--- config.mk ---
export PLATFORM = sky130hd
export DESIGN_NAME = hzc_stall_flush_ctrl
export DESIGN_NICKNAME = d
export VERILOG_FILES = /design/src/rtl/hzc_pkg.sv /design/src/rtl/hzc_load_use_detect.sv /design/src/rtl/hzc_mode_ctrl.sv /design/src/rtl/hzc_pc_select.sv /design/src/rtl/hzc_stall_flush_ctrl.sv
export SDC_FILE = /design/constraint.sdc
export NUM_CORES = 1
export LEC_CHECK = 0
export BUFFER_PORTS_ARGS = -buffer_cell sky130_fd_sc_hd__buf_2
export CAP_MARGIN = 20
export CORE_AREA = 2 2 85 87
export DETAILED_ROUTE_END_ITERATION = 10
export DIE_AREA = 0 0 87 89
export PLACE_DENSITY = 0.53
export SETUP_SLACK_MARGIN = 0.02
export SLEW_MARGIN = 10
export SYNTH_ARGS = -nofsm -noshare
export SYNTH_HDL_FRONTEND = slang
export SYNTH_SLANG_ARGS = --single-unit
export TNS_END_PERCENT = 10
--- constraint.sdc ---
create_clock -name vclk -period 1.36
set_clock_uncertainty 0.15 [all_clocks]
set_input_delay 0.272 -clock vclk [all_inputs]
set_output_delay 0.272 -clock vclk [all_outputs]
set_load 0.01 [all_outputs]
--- src/rtl/hzc_pkg.sv ---
package hzc_pkg;
    typedef enum logic [1:0] {
        MODE_RUN   = 2'd0,
        MODE_STALL = 2'd1,
        MODE_FLUSH = 2'd2
    } hzc_mode_e;
endpackage

--- src/rtl/hzc_load_use_detect.sv ---
module hzc_load_use_detect #(
    parameter int REG_AW  = 5,
    parameter int NUM_SRC = 2
) (
    input  logic [NUM_SRC-1:0][REG_AW-1:0] src_idx,
    input  logic [REG_AW-1:0]              dst_idx,
    input  logic                           dst_we,
    input  logic                           dst_is_load,
    output logic                           hit
);
    logic [NUM_SRC-1:0] src_match;

    generate
        for (genvar i = 0; i < NUM_SRC; i++) begin : g_cmp
            assign src_match[i] = (src_idx[i] == dst_idx);
        end
    endgenerate

    // register 0 is hard-wired, a write to it never produces a value
    assign hit = dst_we && dst_is_load && (dst_idx != '0) && (|src_match);
endmodule

--- src/rtl/hzc_mode_ctrl.sv ---
module hzc_mode_ctrl
    import hzc_pkg::*;
(
    input  logic      stall_hit,
    input  logic      redirect,
    input  logic      orig_pc_en,
    input  logic      orig_clr,
    output hzc_mode_e mode,
    output logic      pc_en,
    output logic      fd_en,
    output logic      dx_en,
    output logic      fd_clr,
    output logic      dx_clr,
    output logic      xm_clr
);
    // mode selection: flush outranks stall, younger work is dropped anyway
    always_comb begin
        if (redirect)       mode = MODE_FLUSH;
        else if (stall_hit) mode = MODE_STALL;
        else                mode = MODE_RUN;
    end

    // output decode per mode
    always_comb begin
        pc_en  = orig_pc_en;
        fd_en  = 1'b1;
        dx_en  = 1'b1;
        fd_clr = orig_clr;
        dx_clr = orig_clr;
        xm_clr = orig_clr;
        unique case (mode)
            MODE_RUN: begin
            end
            MODE_STALL: begin
                pc_en  = 1'b0;
                fd_en  = 1'b0;
                dx_en  = 1'b0;
                xm_clr = 1'b1;
            end
            MODE_FLUSH: begin
                fd_clr = 1'b1;
                dx_clr = 1'b1;
            end
            default: begin
            end
        endcase
    end
endmodule

--- src/rtl/hzc_pc_select.sv ---
module hzc_pc_select #(
    parameter int XLEN = 64
) (
    input  logic            take_target,
    input  logic [XLEN-1:0] seq_pc,
    input  logic [XLEN-1:0] target_pc,
    output logic [XLEN-1:0] next_pc
);
    assign next_pc = take_target ? target_pc : seq_pc;
endmodule

--- src/rtl/hzc_stall_flush_ctrl.sv ---
module hzc_stall_flush_ctrl
    import hzc_pkg::*;
#(
    parameter int REG_AW = 5,
    parameter int XLEN   = 64
) (
    input  logic [REG_AW-1:0] ex_rs1,
    input  logic [REG_AW-1:0] ex_rs2,
    input  logic [REG_AW-1:0] mem_rd,
    input  logic              mem_wr_en,
    input  logic              mem_is_load,
    input  logic              ex_taken,
    input  logic              orig_pc_en,
    input  logic              orig_clr,
    input  logic [XLEN-1:0]   pc_seq,
    input  logic [XLEN-1:0]   ex_alu_result,
    output logic              pc_en,
    output logic              fd_en,
    output logic              dx_en,
    output logic              fd_clr,
    output logic              dx_clr,
    output logic              xm_clr,
    output logic [XLEN-1:0]   pc_next
);
    localparam int NUM_SRC = 2;

    logic [NUM_SRC-1:0][REG_AW-1:0] src_vec;
    logic                           lu_hit;
    hzc_mode_e                      mode;

    assign src_vec[0] = ex_rs1;
    assign src_vec[1] = ex_rs2;

    hzc_load_use_detect #(
        .REG_AW  (REG_AW),
        .NUM_SRC (NUM_SRC)
    ) u_detect (
        .src_idx     (src_vec),
        .dst_idx     (mem_rd),
        .dst_we      (mem_wr_en),
        .dst_is_load (mem_is_load),
        .hit         (lu_hit)
    );

    hzc_mode_ctrl u_ctrl (
        .stall_hit  (lu_hit),
        .redirect   (ex_taken),
        .orig_pc_en (orig_pc_en),
        .orig_clr   (orig_clr),
        .mode       (mode),
        .pc_en      (pc_en),
        .fd_en      (fd_en),
        .dx_en      (dx_en),
        .fd_clr     (fd_clr),
        .dx_clr     (dx_clr),
        .xm_clr     (xm_clr)
    );

    hzc_pc_select #(
        .XLEN (XLEN)
    ) u_pcsel (
        .take_target (ex_taken),
        .seq_pc      (pc_seq),
        .target_pc   (ex_alu_result),
        .next_pc     (pc_next)
    );

    // checks relating the detector, the mode decoder and the PC mux
    always_comb begin
        if (lu_hit && !ex_taken) begin
            assert_stall_freeze_R1: assert (!pc_en && !fd_en && !dx_en);
            assert_stall_bubble_R2: assert (xm_clr);
        end
        if (!lu_hit && !ex_taken) begin
            assert_run_follow_R3: assert (fd_en && dx_en && (pc_en == orig_pc_en) && (xm_clr == orig_clr));
        end
        if (ex_taken) begin
            assert_flush_front_R4: assert (fd_clr && dx_clr);
            assert_target_pick_R5: assert (pc_next == ex_alu_result);
        end
        if (mem_rd == '0) begin
            assert_zero_reg_R6: assert (fd_en && dx_en);
        end
        if (!(mem_wr_en && mem_is_load)) begin
            assert_non_load_R7: assert (fd_en && dx_en);
        end
        if (lu_hit && ex_taken) begin
            assert_flush_wins_R8: assert (fd_en && dx_en && (mode == MODE_FLUSH));
        end
    end
endmodule

After elaboration in Yosys (flattened, before gate mapping) --
Cells that the tools add are included.
Word-level totals: register bits after elaboration 0, bits in latches 0, bits in writable memories 0, memory bits (read-only) 0, input bits 148, output and inout port bits 70, logic and storage cells 16, memories 0
Cells by class: add/sub/neg operators 0, multiply operators 0, div/mod/pow operators 0, $lt $le $gt $ge 0, equal/unequal tests 4, shift operators 0, muxes and demuxes 7, bitwise gates (word level) 0, reductions and logical operators 5
Operators by type and width (count):
- $mux 64 | 1
- $eq 5x5->1 | 2
- $mux 1 | 5
- $reduce_bool 5->1 | 1
- $logic_and 1x1->1 | 3
- $eq 2x1->1 const B | 1
- $eq 2x2->1 const B | 1
- $mux 2 | 1
- $reduce_or 2->1 | 1

Logic depth before layout (Yosys ltp) --
Gate-level depths: netlist (run 1).
depth in word-level cells 7, gate-level depth with buffers 5, mapped depth without buffers 4

Cells and area by module --
From an unflattened synthesis (run 1), not the netlist that was laid out.
Second synthesis, totals: cell total of the unflattened synthesis 96, area, all modules 1271.2 um2
By module, submodules not included:
- hzc_pc_select | instances 1, cells each 71, area each 1077.3 um2, seq. area each 0.0 um2
- hzc_load_use_detect | instances 1, cells each 17, area each 132.6 um2, seq. area each 0.0 um2
- hzc_mode_ctrl | instances 1, cells each 8, area each 61.3 um2, seq. area each 0.0 um2

Worst setup path before layout (run 1) --
OpenSTA, ideal clock, no wires.
kind input -> output, start point input ex_taken, end point output fd_clr, arrival 0.972 ns, required time 0.938 ns, setup slack -0.034 ns, stages on the path 4, buffers on the path 3, path through buf_6 > buf_6 > or2_1 > buf_4
Between the ends: cells in the longest elaborated chain, start to end 3
RTL lines:
- from (decl) | RTL line hzc_stall_flush_ctrl.sv:12 | input logic ex_taken,
- $mux 2 | RTL line hzc_mode_ctrl.sv:18 | if (redirect) mode = MODE_FLUSH;
- $eq 2x2->1
- $mux 1
- to (decl) | RTL line hzc_stall_flush_ctrl.sv:20 | output logic fd_clr,
No other way between the ends.

Worst setup path in the final report (run 1) --
start point input ex_rs1[3], end point output xm_clr
Between the ends: cells in the longest elaborated chain, start to end 7
RTL lines:
- from (decl) | RTL line hzc_stall_flush_ctrl.sv:7 | input logic [REG_AW-1:0] ex_rs1,
- $eq 5x5->1 | RTL line hzc_load_use_detect.sv:15 | assign src_match[i] = (src_idx[i] == dst_idx);
- $reduce_or 2->1 | RTL line hzc_load_use_detect.sv:20 | assign hit = dst_we && dst_is_load && (dst_idx != '0) && (|src_match);
- $logic_and 1x1->1 | RTL line hzc_load_use_detect.sv:20
- $mux 1 | RTL line hzc_mode_ctrl.sv:19 | else if (stall_hit) mode = MODE_STALL;
- $mux 2 | RTL line hzc_mode_ctrl.sv:18
- $eq 2x1->1 | RTL line hzc_mode_ctrl.sv:31 | unique case (mode)
- $mux 1 | RTL line hzc_mode_ctrl.sv:31
- to (decl) | RTL line hzc_stall_flush_ctrl.sv:22 | output logic xm_clr,
No other way between the ends.

==> results.txt, run 1 <==
- Via Count: 1661
* Synth Area in XOR/XNOR: 7.85%
- For this run, the detailed router's first-pass iteration total came to 4.
- Setup violations remaining at the end of the flow were counted as 70.
- Required time reported for the critical path endpoint: 0.94 ns
- Proportion of layout cells with a drive suffix above 1: 96.2%
- The cell count after synthesis came out at 96.
- The max-slew violation count was 0.
- 0 antenna diodes ended up in the layout.
- The initial utilization of the core area, before any placement, comes to 16.6%.
- The checks that failed: negative setup slack.
* WL met2: 3.31 mm
- The largest single stage delay on the critical path is 0.24 ns.
* Sequential standard cell area: 0 um2
* Final HPWL DP: 4.32 mm
- Entering global routing, the biggest net connects 17 pins.
- Post-layout utilization of the core: 45.5%
- I/O pins: 218
- Max Cap Viol: 0
- For this run, the number of Yosys warnings is 0.
- For this design the static power due to leakage is 1.72 nW.
- Area added between synthesis and finish: 174%
* Total of clock buffers placed in the layout: 0
- Based on the critical path, the design can be clocked at up to 645 MHz.
- Tmin final: 1.55 ns
* Transition time of the tightest slew-check pin: 0.256 ns
- Across the VDD grid, the largest voltage drop is 0.159 mV.
- Horizontal extent of the die: 87 um
- The total area inside the core boundary comes to 0.00672 mm2.
- Synth cell types: 15
- Routed Wire Length: 5.97 mm
- The die covers 0.00774 mm2.
- Fin. Hold Viols: 0
* Die Height: 89 um
- After synthesis, the share of cell area in mux cells is 77.7%.
- After the last flow step, the layout net total stands at 463.
- The design has 0 sequential cells.
- Along the worst path, the maximum fanout reaches 3.
- Sequential fraction of the synthesis area: 0%
- Final Non-Filler Cells: 393
- Signal routing reaches up to met4.
- The slowest stage of the critical path is the sky130_fd_sc_hd__o22ai_2 cell.
- On the critical path the largest part of the delay comes from compound AO/OA/AOI/OAI gates.
- Post-synthesis simple-gate area fraction: 3.59%
- Outcome: complete, but fails checks
- The tightest min-delay check is of the in2out type.
- For this run, design rule violations remaining after detail routing come to 0.
* Cell types occupying the most area after synthesis: sky130_fd_sc_hd__mux2_4 52%, sky130_fd_sc_hd__mux2_2 25%, sky130_fd_sc_hd__xnor2_1 7.8%
- WL per Instance: 15.2 um
- The first global-routing pass estimated 7.58 mm of wire.
- The critical path contains buffers and inverters numbering 2 combined.
* ANT nets after route: 0
- Most frequently used cell type in the post-synthesis netlist: sky130_fd_sc_hd__mux2_4
- Once routing completed, OpenROAD measured the worst setup slack at -0.190 ns.
- Worst hold slack: 0.682 ns
- The routed design uses 537 um of met3 wire.
* Post-synthesis instance area: 0.00112 mm2
* Routability-driven placement congestion ratio: 0.768
- Relative slew margins: 82.8%
- Tot GR Track Use: 12.2%
* Placed Cells: 388
- Summed over its instances, the top area cell type makes up 52.5% of the synthesized netlist area.
- Largest family of logic cells by synthesized area: multiplexers
- Element type at the critical path end: output port
- By startpoint and endpoint, the worst setup path is classified as in2out.
* Vias per std cell: 4.23
- At the worst endpoint, the arrival time is 1.13 ns.
* Synth area leader: sky130_fd_sc_hd__mux2_4
* Net Count, Synth: 244
- Cell row count: 30
- Summing the areas of all compound-gate instances in the mapped netlist gives 3.59% of the synthesized area.
- Setup total negative slack on the finished layout was measured at -5.59 ns.
* Number of DRC violations after detailed-routing iteration 0: 13
* PortBufs: 218
* Syn Area/Cell: 11.6 um2
- Worst slack at placement: -0.223 ns
- For this block, wires on met1 add up to 2.10 mm.
* Most prevalent standard cell on the critical path: sky130_fd_sc_hd__buf_2
- Cts-stage hold buffer count: 0
* Filler cell count in the final layout: 636
- Power spread over the standard cell area amounts to 374 mW/mm2.
- Of the available clock period, the critical path in the final layout requires 114%.
- The via count of the first global-routing pass is 1699.
- Critical Path Start Type: input port
- By count the netlist is led by 39 x sky130_fd_sc_hd__mux2_4, 25 x sky130_fd_sc_hd__mux2_2, 10 x sky130_fd_sc_hd__xnor2_1.
- Remaining global-route overflow: 0
- Adder-cell area share of the yosys netlist: 0%
* Cells along the critical path: buf_2 -> xnor2_2 -> nand2_1 -> o22ai_2 -> a21o_1 -> buf_2
* Initial antenna violation count: 1
- Setup repair after global routing missed its margin: true
==> cell families (layout without fill, tap and decap cells) <==
family / count (synthesis) / count (layout)
AOI/OAI and AO/OA: 4 / 4
xor gates and xnor gates: 10 / 10
buffers and inverters: 9 / 226
muxes: 64 / 64
and+or+nand+nor: 9 / 9
==> what timing repair did <==
action | CTS | global route
endpoints found under the setup margin | 70 | 70
gates cloned | 3 | 1
setup buffers | 0 | 1
pin swaps | 10 | 5
resized for setup | 112 | 13
==> placed cells by master (no fill, tap or decap), drive strengths merged <==
| master | instances |
|---|---|
| nor2 | 1 |
| mux2 | 64 |
| nand2 | 4 |
| nor3 | 1 |
| clkbuf | 1 |
| a21boi | 1 |
| o22ai | 1 |
| buf | 225 |
| xnor2 | 10 |
| nand3 | 2 |
| or2 | 1 |
| a211oi | 1 |
| a21o | 1 |
==> tightest hold or removal path, stage by stage <==
cell	delay, ns
sky130_fd_sc_hd__buf_2	0.09
sky130_fd_sc_hd__a21o_1	0.08
sky130_fd_sc_hd__buf_2	0.12
==> per-layer routing <==
layer	global-route usage [%]	vias up
li1	-	788
met1	13.5	749
met2	25.6	122
met3	1.66	2
met4	0	0
met5	0	-
==> power by group <==
part | switching (mW) | leakage [nW] | internal, mW
clock | 0 | 0 | 0
combinational | 0.389 | 1.72 | 0.753
sequential | 0 | 0 | 0
==> cell type report <==
cell class / instances / area, um2 / share of cell area (%)
multi-input combinational: 87 / 1190 / 38.9
tap: 80 / 100 / 3.28
timing repair buffer: 226 / 1770 / 57.8
==> per-stage QoR <==
step	instance area, um2	power (mW)
final	3050	1.14
after global routing	3050	1.21
after CTS	2960	1.11
after detailed placement	2280	0.794
after global placement	2280	0.785
after floorplan	1130	0.417
==> path summary, 6_finish.rpt <==
| kind | from | endpoint | slack (ns) | cells after the start |
|---|---|---|---|---|
| min | orig_clr | xm_clr | 0.68 | 3 |
| max | ex_rs1[3] | xm_clr | -0.19 | 6 |
No activity file was read; power rests on OpenSTA's default activity.
==> run 2, diff against run 1 <==
--- a/config.mk
+++ b/config.mk
@@ -11,6 +11,7 @@
 export DETAILED_ROUTE_END_ITERATION = 10
 export DIE_AREA = 0 0 87 89
 export PLACE_DENSITY = 0.53
+export REMOVE_ABC_BUFFERS = 1
 export SETUP_SLACK_MARGIN = 0.02
 export SLEW_MARGIN = 10
 export SYNTH_ARGS = -nofsm -noshare
==> constraint.sdc (replaced) <==
create_clock -name vclk -period 1.55
set_clock_uncertainty 0.15 [all_clocks]
set_input_delay 0.31 -clock vclk [all_inputs]
set_output_delay 0.31 -clock vclk [all_outputs]
set_load 0.01 [all_outputs]
==> results.txt, run 2 (synthesis results as in run 1) <==
- Outcome: complete, but fails checks
- Failing checks: negative setup slack
* Tot GR Track Use: 9.85%
- Before antenna repair, the detailed router went through 4 iterations.
- Routed Wire Length: 5.13 mm
- The critical path is of the in2out type.
- STA classifies the critical path startpoint as an input port.
- NumNets Final: 462
- In this run the worst path has a maximum fanout of 3.
- Final HPWL DP: 4.17 mm
- At the worst endpoint, the arrival time is 1.16 ns.
- Setup slack on the critical path of the routed design comes to -0.0709 ns.
- For this design the ratio of total power to cell area is 314 mW/mm2.
- Setup repair after global routing could not meet its margin everywhere.
* Via Count: 1584
- Required time reported for the critical path endpoint: 1.09 ns
- In this run the static leakage power is 1.57 nW.
- Area added between synthesis and finish: 147%
- Initial antenna violation count: 0
- At the end of routability-driven placement, the weighted congestion stood at 0.825.
- Total power: 865 uW
* Final Setup Violations: 4
- Proportion of layout cells with a drive suffix above 1: 95.8%
- There are 0 flip-flops and latches.
- The final count of hold timing violations was 0.
* Die Height: 89 um
- In this design, the stage delay of the slowest critical-path cell is 0.24 ns.
- Max Cap Viol: 0
* Maximum number of pins on one net before global-route repair: 14
- WL per Instance: 13.1 um
* Die outline area: 0.00774 mm2
- The floorplan step defined a core boundary enclosing 0.00672 mm2.
- Sequential standard cell area: 0 um2
* Number of DRC violations after detailed-routing iteration 0: 13
* DRC errors left: 0
* Total of clock buffers placed in the layout: 0
* Remaining global-route overflow: 0
- After layout, the worst path uses 105% of the clock period.
* Class of the tightest hold or removal check: in2out
- The worst-case IR drop observed on VDD is 0.118 mV.
- Vias per std cell: 4.04
- Subtracting the final worst setup slack from the clock period gives 1.62 ns.
- ANT nets after route: 0
* Multi-input combinational cell area: 0.00114 mm2
- Critical-path top delay cell: sky130_fd_sc_hd__o22ai_2
- Count of pins over their slew limit: 0
- Number of inserted diodes: 0
- Cell row count: 30
* Worst hold slack: 0.742 ns
- At the placement stage, the worst setup path has a slack of -0.0956 ns.
- For this configuration, the core starts out at a cell density of 16.6%.
- The worst setup path is captured at an output port.
* Number of global-route vias before repair: 1370
- I/O pins: 218
* Relative slew margins: 84.4%
- During placement, the flow inserted port buffers numbering 218.
- Instance area after placement: 0.00228 mm2
- Summed area of non-filler cells in the final layout: 0.00275 mm2
- Filler cell count in the final layout: 635
* Transition time of the tightest slew-check pin: 0.232 ns
- In the layout the commonest cells are 176 x sky130_fd_sc_hd__buf_2, 50 x sky130_fd_sc_hd__mux2_4, 41 x sky130_fd_sc_hd__buf_6, 14 x sky130_fd_sc_hd__mux2_2, 6 x sky130_fd_sc_hd__xnor2_2.
- Based on the critical path, the design can be clocked at up to 617 MHz.
* Final-layout setup total negative slack: -0.220 ns
- Traced cell by cell, the critical path runs through buf_6 -> xnor2_2 -> nand3_1 -> o22ai_2 -> a21boi_0 -> buf_2.
- From left edge to right edge, the die measures 87 um.
- The library cell used most frequently in the layout, excluding fill and tap cells, is sky130_fd_sc_hd__buf_2.
- The first global-routing pass estimated 6.20 mm of wire.
==> run 2: path summary, 6_finish.rpt <==
| path | cells after the start | to | start |
|---|---|---|---|
| setup / recovery | 6 | pc_en | ex_rs1[0] |
| hold / removal | 3 | xm_clr | orig_clr |
==> run 2: per-layer routing <==
layer	routed length (um)	track usage [%]	vias to the layer above
li1	-	-	787
met5	0	0	-
met2	2800	19.4	105
met3	396	0.739	0
met4	0	0	0
met1	1940	12.4	692
==> run 2: area by class of cell <==
type / instances / area share (%)
tap: 80 / 3.64
timing repair buffer: 225 / 55.1
multi-input combinational: 87 / 41.3
==> run 2: timing repair <==
action,4_1_cts,5_1_grt
gates cloned,3,0
endpoints found under the setup margin,66,39
pin swaps,11,3
gates resized for setup,46,29
hold buffers,0,0
setup buffers,0,0
==> run 2: per-stage QoR <==
stage	utilization [%]	instances
detailed placement	34.0	389
finish	40.9	392
floorplan	-	87
global route	40.9	392
CTS	38.5	392
global placement	34.0	389
==> run 2: power by group <==
part | switching, mW | total (mW) | internal [mW]
combinational | 0.306 | 0.865 | 0.559
clock | 0 | 0 | 0
sequential | 0 | 0 | 0
==> run 2: worst max-delay path: cells and delay by family <==
family	cells	cell delay, ns
compound gates	2	0.35
xor+xnor	1	0.14
buf+inv	2	0.25
simple gates	1	0.11
